### src/rtl/prog_seq_pkg.sv
package prog_seq_pkg;

    typedef enum logic [3:0] {
        OP_NOP  = 4'd0,
        OP_CMPI = 4'd1,
        OP_CMPR = 4'd2,
        OP_CMP3 = 4'd3,
        OP_JMP  = 4'd4,
        OP_JNZ  = 4'd5,
        OP_JZ   = 4'd6,
        OP_CALL = 4'd7,
        OP_RET  = 4'd8,
        OP_DROP = 4'd9,
        OP_HALT = 4'd10
    } seq_op_e;

    typedef enum logic {
        ST_RUN  = 1'b0,
        ST_HALT = 1'b1
    } seq_state_e;

endpackage

### src/rtl/seq_cmp.sv
module seq_cmp #(
    parameter int DATA_W = 8
) (
    input  logic [DATA_W-1:0] ra,
    input  logic [DATA_W-1:0] rb,
    input  logic [DATA_W-1:0] imm,
    output logic              eq_imm,
    output logic              eq_reg
);
    // Pure equality; no magnitude compare in this machine.
    assign eq_imm = (ra == imm);
    assign eq_reg = (ra == rb);
endmodule

### src/rtl/seq_retstack.sv
module seq_retstack #(
    parameter int PC_W  = 8,
    parameter int DEPTH = 16
) (
    input  logic            clk,
    input  logic            rst,
    input  logic            push_req,
    input  logic            pop_req,
    input  logic [PC_W-1:0] push_data,
    output logic [PC_W-1:0] top,
    output logic            full,
    output logic            empty,
    output logic            err
);
    localparam int PTR_W = $clog2(DEPTH + 1);
    localparam int IDX_W = (DEPTH > 1) ? $clog2(DEPTH) : 1;
    localparam logic [PTR_W-1:0] SP_FULL = PTR_W'(DEPTH);

    logic [PTR_W-1:0] sp;
    logic [PC_W-1:0]  ent [DEPTH];
    logic             do_push;
    logic             do_pop;
    logic [IDX_W-1:0] top_idx;

    assign full    = (sp == SP_FULL);
    assign empty   = (sp == '0);
    assign do_push = push_req && !full;
    assign do_pop  = pop_req && !empty;
    assign top_idx = IDX_W'(sp - 1'b1);
    assign top     = ent[top_idx];

    // One storage slot per entry; only the slot at the pointer loads.
    for (genvar i = 0; i < DEPTH; i++) begin : g_slot
        always_ff @(posedge clk) begin
            if (do_push && (sp == PTR_W'(i))) begin
                ent[i] <= push_data;
            end
        end
    end

    always_ff @(posedge clk) begin
        if (rst) begin
            sp  <= '0;
            err <= 1'b0;
        end else begin
            if (do_push) begin
                sp <= sp + 1'b1;
            end else if (do_pop) begin
                sp <= sp - 1'b1;
            end
            if ((push_req && full) || (pop_req && empty)) begin
                err <= 1'b1;
            end
        end
    end

    p_ptr_range_r10: assert property (@(posedge clk) disable iff (rst)
        sp <= SP_FULL);

    p_no_overflow_r10: assert property (@(posedge clk) disable iff (rst)
        (push_req && full) |=> (sp == $past(sp)) && err);

    p_no_underflow_r10: assert property (@(posedge clk) disable iff (rst)
        (pop_req && empty) |=> (sp == $past(sp)) && err);

    p_err_sticky_r10: assert property (@(posedge clk) disable iff (rst)
        err |=> err);

    p_push_grow_r8: assert property (@(posedge clk) disable iff (rst)
        (push_req && !full) |=> (sp == $past(sp) + 1'b1));

    p_pop_shrink_r9: assert property (@(posedge clk) disable iff (rst)
        (pop_req && !empty) |=> (sp == $past(sp) - 1'b1));

    p_req_excl_r8: assert property (@(posedge clk) disable iff (rst)
        !(push_req && pop_req));

endmodule

### src/rtl/seq_ctrl.sv
module seq_ctrl
    import prog_seq_pkg::*;
#(
    parameter int PC_W = 8
) (
    input  logic            clk,
    input  logic            rst,
    input  logic            op_valid,
    input  seq_op_e         op,
    input  logic [PC_W-1:0] op_target,
    input  logic            eq_imm,
    input  logic            eq_reg,
    input  logic [PC_W-1:0] stk_top,
    input  logic            stk_full,
    input  logic            stk_empty,
    output logic [PC_W-1:0] pc,
    output logic            flag,
    output logic            halted,
    output logic            push_req,
    output logic            pop_req,
    output logic            res_we,
    output logic            res_bit
);
    seq_state_e      state, state_nxt;
    logic            accept;
    logic [PC_W-1:0] pc_inc;
    logic [PC_W-1:0] pc_nxt;
    logic            flag_nxt;
    logic            we_nxt;
    logic            bit_nxt;

    assign accept = op_valid && (state == ST_RUN);
    assign pc_inc = pc + 1'b1;
    assign halted = (state == ST_HALT);

    // Next-state logic
    always_comb begin
        state_nxt = state;
        unique case (state)
            ST_RUN:  if (accept && (op == OP_HALT)) state_nxt = ST_HALT;
            ST_HALT: state_nxt = ST_HALT;
            default: state_nxt = ST_RUN;
        endcase
    end

    // Datapath decisions for the accepted operation
    always_comb begin
        pc_nxt   = pc;
        flag_nxt = flag;
        we_nxt   = 1'b0;
        bit_nxt  = res_bit;
        push_req = 1'b0;
        pop_req  = 1'b0;
        if (accept) begin
            unique case (op)
                OP_CMPI: begin
                    flag_nxt = eq_imm;
                    pc_nxt   = pc_inc;
                end
                OP_CMPR: begin
                    flag_nxt = eq_reg;
                    pc_nxt   = pc_inc;
                end
                OP_CMP3: begin
                    we_nxt  = 1'b1;
                    bit_nxt = eq_reg;
                    pc_nxt  = pc_inc;
                end
                OP_JMP:  pc_nxt = op_target;
                OP_JNZ:  pc_nxt = flag ? op_target : pc_inc;
                OP_JZ:   pc_nxt = flag ? pc_inc : op_target;
                OP_CALL: begin
                    push_req = 1'b1;
                    pc_nxt   = stk_full ? pc_inc : op_target;
                end
                OP_RET: begin
                    pop_req = 1'b1;
                    pc_nxt  = stk_empty ? pc_inc : stk_top + 1'b1;
                end
                OP_DROP: begin
                    pop_req = 1'b1;
                    pc_nxt  = pc_inc;
                end
                OP_HALT: pc_nxt = pc;
                default: pc_nxt = pc_inc;
            endcase
        end
    end

    // State register
    always_ff @(posedge clk) begin
        if (rst) begin
            state <= ST_RUN;
        end else begin
            state <= state_nxt;
        end
    end

    // Output registers
    always_ff @(posedge clk) begin
        if (rst) begin
            pc      <= '0;
            flag    <= 1'b0;
            res_we  <= 1'b0;
            res_bit <= 1'b0;
        end else begin
            pc      <= pc_nxt;
            flag    <= flag_nxt;
            res_we  <= we_nxt;
            res_bit <= bit_nxt;
        end
    end

    p_idle_hold_r2: assert property (@(posedge clk) disable iff (rst)
        !op_valid |=> $stable(pc) && $stable(flag) && !res_we);

    p_nop_step_r2: assert property (@(posedge clk) disable iff (rst)
        (accept && op == OP_NOP) |=> (pc == $past(pc) + 1'b1) && $stable(flag));

    p_cmp3_flag_r5: assert property (@(posedge clk) disable iff (rst)
        (accept && op == OP_CMP3) |=> $stable(flag) && res_we);

    p_jump_load_r6: assert property (@(posedge clk) disable iff (rst)
        (accept && op == OP_JMP) |=> (pc == $past(op_target)));

    p_ret_resume_r8: assert property (@(posedge clk) disable iff (rst)
        (accept && op == OP_RET && !stk_empty) |=> (pc == $past(stk_top) + 1'b1));

    p_drop_step_r9: assert property (@(posedge clk) disable iff (rst)
        (accept && op == OP_DROP) |=> (pc == $past(pc) + 1'b1));

    p_halt_freeze_r11: assert property (@(posedge clk) disable iff (rst)
        halted |=> halted && $stable(pc) && $stable(flag) && !res_we);

    p_halt_no_stack_r11: assert property (@(posedge clk) disable iff (rst)
        halted |-> !push_req && !pop_req);

endmodule

### src/rtl/prog_seq.sv
module prog_seq
    import prog_seq_pkg::*;
#(
    parameter int PC_W   = 8,
    parameter int DATA_W = 8,
    parameter int DEPTH  = 16
) (
    input  logic              clk,
    input  logic              rst,
    input  logic              op_valid,
    input  logic [3:0]        op_code,
    input  logic [PC_W-1:0]   op_target,
    input  logic [DATA_W-1:0] op_ra,
    input  logic [DATA_W-1:0] op_rb,
    input  logic [DATA_W-1:0] op_imm,
    output logic [PC_W-1:0]   pc,
    output logic              flag,
    output logic              halted,
    output logic              stk_err,
    output logic              res_we,
    output logic [DATA_W-1:0] res_data
);
    logic            eq_imm;
    logic            eq_reg;
    logic            push_req;
    logic            pop_req;
    logic [PC_W-1:0] stk_top;
    logic            stk_full;
    logic            stk_empty;
    logic            res_bit;
    seq_op_e         op;

    assign op       = seq_op_e'(op_code);
    assign res_data = DATA_W'(res_bit);

    seq_cmp #(.DATA_W(DATA_W)) u_cmp (
        .ra     (op_ra),
        .rb     (op_rb),
        .imm    (op_imm),
        .eq_imm (eq_imm),
        .eq_reg (eq_reg)
    );

    seq_retstack #(.PC_W(PC_W), .DEPTH(DEPTH)) u_stack (
        .clk       (clk),
        .rst       (rst),
        .push_req  (push_req),
        .pop_req   (pop_req),
        .push_data (pc),
        .top       (stk_top),
        .full      (stk_full),
        .empty     (stk_empty),
        .err       (stk_err)
    );

    seq_ctrl #(.PC_W(PC_W)) u_ctrl (
        .clk       (clk),
        .rst       (rst),
        .op_valid  (op_valid),
        .op        (op),
        .op_target (op_target),
        .eq_imm    (eq_imm),
        .eq_reg    (eq_reg),
        .stk_top   (stk_top),
        .stk_full  (stk_full),
        .stk_empty (stk_empty),
        .pc        (pc),
        .flag      (flag),
        .halted    (halted),
        .push_req  (push_req),
        .pop_req   (pop_req),
        .res_we    (res_we),
        .res_bit   (res_bit)
    );

    p_res_binary_r5: assert property (@(posedge clk) disable iff (rst)
        res_we |-> (res_data <= DATA_W'(1)));

endmodule

### config.mk
export PLATFORM = sky130hd
export DESIGN_NAME = prog_seq
export DESIGN_NICKNAME = d
export VERILOG_FILES = /design/src/rtl/prog_seq_pkg.sv /design/src/rtl/seq_cmp.sv /design/src/rtl/seq_retstack.sv /design/src/rtl/seq_ctrl.sv /design/src/rtl/prog_seq.sv
export SDC_FILE = /design/constraint.sdc
export NUM_CORES = 1
export LEC_CHECK = 0
export ABC_AREA = 1
export BUFFER_PORTS_ARGS = -buffer_cell sky130_fd_sc_hd__buf_4
export CORE_MARGIN = 2
export CORE_UTILIZATION = 55
export CTS_BUF_LIST = sky130_fd_sc_hd__clkbuf_8
export DETAILED_ROUTE_END_ITERATION = 8
export PLACE_DENSITY = 0.72
export SKIP_LAST_GASP = 1
export SLEW_MARGIN = 5
export SYNTH_ARGS = -nofsm -noshare
export SYNTH_HDL_FRONTEND = slang
export SYNTH_HIERARCHICAL = 1
export SYNTH_SLANG_ARGS = --single-unit
### constraint.sdc
create_clock -name clk -period 3.9 [get_ports clk]
set_input_delay 0.195 -clock clk [delete_from_list [all_inputs] [get_ports clk]]
set_output_delay 0.195 -clock clk [all_outputs]
set_load 0.02 [all_outputs]
==> impl_metrics.env, run 1 <==
export IMPL_routedWlPerCell_um=16.4
export IMPL_hp_start="op_target[2]"
export IMPL_n_antenna_cell=0
export IMPL_synth_seq_cells=146
export IMPL_irDropWorstVdd_mv=0.196
export IMPL_io_buffer_count=51
export IMPL_cts_setup_buffers=0
export IMPL_grt_overflow_total=0
export IMPL_synth_seq_area_share_pct=56.4
export IMPL_holdWs_ns=0.0500
export IMPL_grt_max_degree=71
export IMPL_power_density_nw_per_um2=408
export IMPL_worst_setup_path_end_kind="flip-flop"
export IMPL_core_um2=13200
export IMPL_p_int_mw=2.54
export IMPL_p_clk_share_pct=35.9
export IMPL_synth_cell_type_count=39
export IMPL_min_to="u_ctrl/pc[2]$_SDFFE_PP0P_"
export IMPL_switching_power_mw=0.847
export IMPL_period_share_pct=77.8
export IMPL_syn_inst=828
export IMPL_swShare_pct=25.0
export IMPL_viasPerCell=5.57
export IMPL_comb_power_share_pct=12.7
export IMPL_cts_tree="yes"
export IMPL_reg2reg_depth=17
export IMPL_finalHoldViolCount=0
export IMPL_cts_buffer_depth=2
export IMPL_max_freq_mhz=329
export IMPL_yosys_warnings=6
export IMPL_dieArea_um2=14500
export IMPL_critical_path_class="flip-flop to flip-flop"
export IMPL_pwr_share_seq_pct=51.4
export IMPL_max_cap_viol_count=0
export IMPL_final_area_um2=8290
export IMPL_ant_nets=0
export IMPL_start_util_pct=56.3
export IMPL_die_w_um=120
export IMPL_dp_cells=1033
export IMPL_path_clk_slew_ns=0.08
export IMPL_crit_chain="inv_1, ha_1, buf_4, o21ai_1, o211ai_1, nand3_1, nand2_1, nand2_1, nor2_1, inv_1, nand2_1, inv_1, o21ai_0, nand3_1, o2111ai_1, nand2_1, inv_1"
export IMPL_vias=5931
export IMPL_tns_ns=0
export IMPL_num_rows=42
export IMPL_synthesis_area_um2=7460
export IMPL_synth_async_reset_ratio_pct=0
export IMPL_regToRegEndpoint="u_ctrl/pc[3]$_SDFFE_PP0P_"
export IMPL_drt_iter0_markers=644
export IMPL_grt_use_total_pct=25.2
export IMPL_cts_max_level=4
export IMPL_synth_ff_type="edfxtp_1"
export IMPL_place_area_um2=7880
export IMPL_final_setup_skew_ns=0.0120
export IMPL_post_dp_hpwl_um=11600
export IMPL_mostFrequentLayoutCells="nor2_1, nand2_1, edfxtp_1, nand3_1, inv_1"
export IMPL_io_pins=59
export IMPL_critical_path_arrival_ns=3.43
export IMPL_numCtsBuffers=17
export IMPL_max_stage_delay_ns=0.44
export IMPL_power_leakage_nw=3.31
export IMPL_ff2ff_setup_slack_ns=0.86
export IMPL_worst_slew_pin_slew_ns=0.965
export IMPL_drc=0
export IMPL_die_h_um=120
export IMPL_mostFrequentLayoutCell="nor2_1"
export IMPL_fin_nets=924
export IMPL_period_minus_slack_ns=3.04
export IMPL_hold_depth=3
export IMPL_instances_no_fill=1064
export IMPL_finalPower_mw=3.38
export IMPL_cts_root_buf="clkbuf_8"
export IMPL_synth_edf_count=128
export IMPL_clock_latency_ns=0.44
export IMPL_rsz0062_at_grt="false"
export IMPL_drt_total_wl_um=17400
export IMPL_final_layout_size_suffix_gt1_share_pct=13.9
export IMPL_status="finished clean"
export IMPL_crit_fanout=40
export IMPL_cts_num_sinks=146
export IMPL_first_global_vias=5619
export IMPL_worstSetupStartpointType="flip-flop"
export IMPL_grt_pass1_wl_um=28100
export IMPL_required_ns=4.29
export IMPL_slowest_stage="dfxtp_1"
export IMPL_setup_viol=0
export IMPL_antenna_found_initial=0
export IMPL_worstHoldPathType="input pin to flip-flop"
export IMPL_first_pass_iters=6
export IMPL_r2r_start="u_stack/sp[1]$_SDFFE_PP0P_"
export IMPL_avgSynthCellArea_um2=9.01
export IMPL_routabilityCongestion=0.919
export IMPL_max_slew_margin_pct=35.6
export IMPL_slew_viol_final=0
export IMPL_synthToLayoutAreaGrowth_pct=11.2
==> worst max-delay path by stage <==
| stage | startpoint | endpoint |
|---|---|---|
| 2_1_floorplan | u_stack/sp[0]$_SDFFE_PP0P_ | u_ctrl/pc[4]$_SDFFE_PP0P_ |
| 3_3_place_gp | u_stack/sp[1]$_SDFFE_PP0P_ | u_ctrl/pc[3]$_SDFFE_PP0P_ |
| 3_5_place_dp | u_stack/sp[1]$_SDFFE_PP0P_ | u_ctrl/pc[3]$_SDFFE_PP0P_ |
| 4_1_cts | u_stack/sp[1]$_SDFFE_PP0P_ | u_ctrl/pc[3]$_SDFFE_PP0P_ |
| 5_1_grt | u_stack/sp[1]$_SDFFE_PP0P_ | u_ctrl/pc[3]$_SDFFE_PP0P_ |
| 6_report | u_stack/sp[1]$_SDFFE_PP0P_ | u_ctrl/pc[3]$_SDFFE_PP0P_ |
==> cell families (layout without fill, tap and decap cells) <==
family | count (synthesis) | count (layout) | synth area share, %
AND/OR/NAND/NOR | 432 | 432 | 24.9
multiplexers | 1 | 1 | 0.134
adder cells (fa/ha/maj) | 8 | 8 | 1.34
other | 1 | 7 | 0.0503
XOR/XNOR | 3 | 3 | 0.352
AO/OA/AOI/OAI | 121 | 121 | 9.08
buffers and inverters | 116 | 170 | 7.72
flip-flops | 146 | 146 | 56.4
==> cell usage after synthesis (2+ instances only) <==
library cell	number	share of area, %
nor2_1	177	8.9
nand2_1	140	7.0
edfxtp_1	128	52
nand3_1	83	5.6
inv_1	71	3.6
o21ai_0	60	4.0
a21oi_1	19	1.3
o21ai_1	19	1.3
dfxtp_1	18	4.8
buf_6	11	1.7
buf_4	10	1.0
nand2_2	10	0.84
o211ai_1	10	1.0
buf_2	9	0.60
ha_1	8	1.3
inv_2	6	0.30
nand2_4	6	0.91
nand4_1	6	0.50
clkbuf_1	4	0.20
a31oi_1	3	0.25
inv_4	3	0.25
nor2_2	3	0.25
nor2_4	3	0.45
nor3_1	3	0.20
o2111ai_1	2	0.23
o211ai_2	2	0.34
xnor2_1	2	0.23
==> through the flow <==
step | setup slack, ns | util [%]
2_1_floorplan | 1.21 | -
4_1_cts | 0.919 | 62.6
3_5_place_dp | 1.00 | 59.5
5_1_grt | 0.540 | 62.6
3_3_place_gp | 1.09 | 59.5
6_report | 0.865 | 62.6
==> sequential cells by signal, indices dropped and copies added (netlist names) <==
| register | cells |
|---|---|
| u_stack/ent | 128 |
| u_ctrl/pc | 8 |
| u_stack/err | 1 |
| u_ctrl/flag | 1 |
| u_ctrl/res_we | 1 |
| u_stack/sp | 5 |
| u_ctrl/res_bit | 1 |
| u_ctrl/halted | 1 |
==> what timing repair did <==
item,in CTS,in global routing
hold endpoints to repair,1,0
hold buffers,1,0
gates resized for setup,0,0
setup endpoints to repair,0,0
==> worst max-delay path: cells and delay by family, from the launching register on <==
| kind | cells | cell delay [ns] |
|---|---|---|
| buffers and inverters | 5 | 0.68 |
| DFF | 1 | 0.44 |
| adders and majority gates | 1 | 0.32 |
| and+or+nand+nor | 7 | 0.78 |
| AOI/OAI and AO/OA | 4 | 0.73 |
==> power by group through the flow <==
stage	registers, mW	logic [mW]	clock network [mW]
after global routing	1.74	0.479	1.30
after detailed placement	1.77	0.422	0
after CTS	1.74	0.424	1.24
final	1.74	0.428	1.22
after floorplan	1.78	0.278	0
after global placement	1.77	0.412	0
==> metal layers <==
metal	vias to the layer above	wire length, µm	GRT usage [%]
met5	-	0	0
met4	0	381	9.23
met3	32	1250	5.94
met2	257	8230	40.0
met1	2781	7550	33.9
li1	2861	-	-
==> cell type report <==
type | count | area, µm²
multi-input cells | 572 | 2700
well taps | 176 | 220
clock inverters | 13 | 170
fillers | 1115 | 4950
repair buffers | 60 | 453
flip-flops and latches | 146 | 4210
inverters | 80 | 308
clock buffers | 17 | 234
(Power assumes the default switching activity.)
==> run 2, diff against run 1 <==
--- a/config.mk
+++ b/config.mk
@@ -11,7 +11,7 @@
 export CORE_UTILIZATION = 55
 export CTS_BUF_LIST = sky130_fd_sc_hd__clkbuf_8
 export DETAILED_ROUTE_END_ITERATION = 8
-export PLACE_DENSITY = 0.72
+export PLACE_DENSITY = 0.75
 export SKIP_LAST_GASP = 1
 export SLEW_MARGIN = 5
 export SYNTH_ARGS = -nofsm -noshare
==> constraint.sdc (replaced) <==
create_clock -name clk -period 2.5 [get_ports clk]
set_input_delay 0.125 -clock clk [delete_from_list [all_inputs] [get_ports clk]]
set_output_delay 0.125 -clock clk [all_outputs]
set_load 0.02 [all_outputs]
==> run 2 against run 1 <==
Clock skew increased by 0.0072 ns. First-iteration DRC count up 42%. Core utilization up 6.3 points. Routed wire length rose by 12%. Clock power rose by 61%. Hold slack worse by 0.026 ns. Non-clock buffer count increased by 52.
==> impl_metrics.env, run 2 (synthesized netlist as in run 1, its figures left out) <==
export IMPL_antenna_found_initial=0
export IMPL_grt_use_total_pct=25.1
export IMPL_numCtsBuffers=17
export IMPL_cts_root_buf="clkbuf_8"
export IMPL_finalHoldViolCount=0
export IMPL_vias=6211
export IMPL_swShare_pct=26.3
export IMPL_tns_ns=0
export IMPL_irDropWorstVdd_mv=0.363
export IMPL_start_util_pct=56.3
export IMPL_worst_slew_pin_slew_ns=0.511
export IMPL_p_int_mw=4.10
export IMPL_cts_tree="yes"
export IMPL_period_share_pct=99.9
export IMPL_reg_largest_list="u_stack/ent x128, u_ctrl/pc x8, u_stack/sp x5"
export IMPL_die_h_um=120
export IMPL_path_clk_slew_ns=0.09
export IMPL_mostFrequentLayoutCell="nor2_1"
export IMPL_drt_iter0_markers=912
export IMPL_drt_total_wl_um=19500
export IMPL_grt_overflow_total=0
export IMPL_power_density_nw_per_um2=609
export IMPL_crit_chain="inv_6, ha_4, buf_12, inv_6, nor2_1, o21ai_0, nand3_1, nand3_1, nand2_1, nand2_1, nor2_2, inv_1, nor2_2, o21ai_2, nand3_1, o2111ai_2, nand2_1, inv_1"
export IMPL_max_cap_viol_count=0
export IMPL_required_ns=2.85
export IMPL_first_pass_iters=6
export IMPL_dieArea_um2=14500
export IMPL_cts_max_level=4
export IMPL_slew_viol_final=0
export IMPL_n_antenna_cell=0
export IMPL_place_area_um2=8220
export IMPL_final_layout_size_suffix_gt1_share_pct=23.5
export IMPL_switching_power_mw=1.46
export IMPL_worstHoldPathType="input pin to flip-flop"
export IMPL_comb_power_share_pct=16.3
export IMPL_grt_max_degree=71
export IMPL_max_slew_margin_pct=65.8
export IMPL_routedWlPerCell_um=17.4
export IMPL_max_stage_delay_ns=0.39
export IMPL_status="finished clean"
export IMPL_critical_path_arrival_ns=2.84
export IMPL_cts_buffer_depth=2
export IMPL_die_w_um=120
export IMPL_slowest_stage="ha_4"
export IMPL_p_clk_share_pct=35.2
export IMPL_power_leakage_nw=3.70
export IMPL_max_freq_mhz=400
export IMPL_cts_num_sinks=146
export IMPL_fin_nets=978
export IMPL_routabilityCongestion=0.890
export IMPL_num_rows=42
export IMPL_worstSetupStartpointType="flip-flop"
export IMPL_mostFrequentLayoutCells="nor2_1, nand2_1, edfxtp_1, buf_4, nand3_1"
export IMPL_crit_buf_inv=5
export IMPL_io_pins=59
export IMPL_clock_latency_ns=0.44
export IMPL_largest_reg_flops=128
export IMPL_worst_setup_path_end_kind="flip-flop"
export IMPL_drc=0
export IMPL_critical_path_class="flip-flop to flip-flop"
export IMPL_final_setup_skew_ns=0.0192
export IMPL_grt_pass1_wl_um=27700
export IMPL_critPathTopFamily="simple AND/OR/NAND/NOR gates"
export IMPL_ant_nets=0
export IMPL_viasPerCell=5.55
export IMPL_pwr_share_seq_pct=48.4
export IMPL_first_global_vias=5425
export IMPL_post_dp_hpwl_um=11700
export IMPL_largest_register="u_stack/ent"
export IMPL_setup_viol=0
export IMPL_utilization_pct=69.0
export IMPL_core_um2=13200
export IMPL_fillers=978
export IMPL_final_area_um2=9130
export IMPL_period_minus_slack_ns=2.50
export IMPL_synthToLayoutAreaGrowth_pct=22.4
export IMPL_rsz0062_at_grt="true"
export IMPL_crit_fanout=9
export IMPL_io_buffer_count=51
run 2: cell types whose count changed in the layout (fill, tap and decap cells not counted), moves of 8 or more:
cell / change
nand3_2: +11
nand3_1: -11
o21ai_0: -13
o21ai_1: +8
buf_4: +35
nor2_1: -10
nand2_1: -9
run 2: power by group through the flow:
stage | Clock [mW] | Sequential (mW) | Combinational, mW
finish | 1.96 | 2.69 | 0.909
detailed placement | 0 | 2.75 | 0.742
CTS | 1.96 | 2.69 | 0.753
global placement | 0 | 2.75 | 0.735
global route | 2.06 | 2.69 | 0.981
floorplan | 0 | 2.78 | 0.445
run 2: path summary, 6_finish.rpt:
kind | cells past startpoint | from | slack, ns | end
worst max-delay path | 18 | u_stack/sp[0]$_SDFFE_PP0P_ | 0.002 | u_ctrl/pc[3]$_SDFFE_PP0P_
worst min register to register | 2 | u_ctrl/res_bit$_SDFFE_PP0P_ | 0.46 | u_ctrl/res_bit$_SDFFE_PP0P_
worst max register to register | 18 | u_stack/sp[0]$_SDFFE_PP0P_ | 0.002 | u_ctrl/pc[3]$_SDFFE_PP0P_
worst min-delay path | 5 | op_target[1] | 0.02 | u_ctrl/pc[1]$_SDFFE_PP0P_
run 2: tightest hold or removal path: cells and delay by family:
| family | cells | cell delay [ns] |
|---|---|---|
| simple gates | 2 | 0.11 |
| buf+inv | 2 | 0.12 |
| compound gates | 1 | 0.08 |
run 2: stage by stage:
stage	setup slack [ns]	total power, mW	hold slack, ns	instances
3_3_place_gp	0.0480	3.48	0.393	1068
2_1_floorplan	0.00221	3.22	0.194	834
5_1_grt	-0.0968	5.73	0.0447	1120
6_report	0.00227	5.56	0.0245	1120
3_5_place_dp	0.0396	3.49	0.410	1068
4_1_cts	0.0249	5.41	0.0147	1104
run 2: area by class of cell:
cell class,instances,area [µm²],area share [%]
sequential,146,4210,46.1
multi-input combinational,572,2920,31.9
timing repair buffer,112,1020,11.1
inverter,80,328,3.59
clock buffer,17,234,2.56
tap,176,220,2.41
clock inverter,15,190,2.08
timing repair inverter,2,17.5,0.192
run 2: metal layers:
layer	track usage (%)	share of wire, %
met4	9.38	3.1
met1	33.3	41
met5	0	0
met2	40.9	48
met3	5.38	8.5
run 2: repair_timing:
| action | 4_1_cts | 5_1_grt |
|---|---|---|
| resized for setup | 1 | 74 |
| gates cloned | 0 | 6 |
| buffers inserted | 0 | 10 |
| hold endpoints to repair | 11 | 0 |
| pin swaps | 0 | 36 |
| endpoints found under the setup margin | 1 | 7 |
| hold buffers | 4 | 0 |
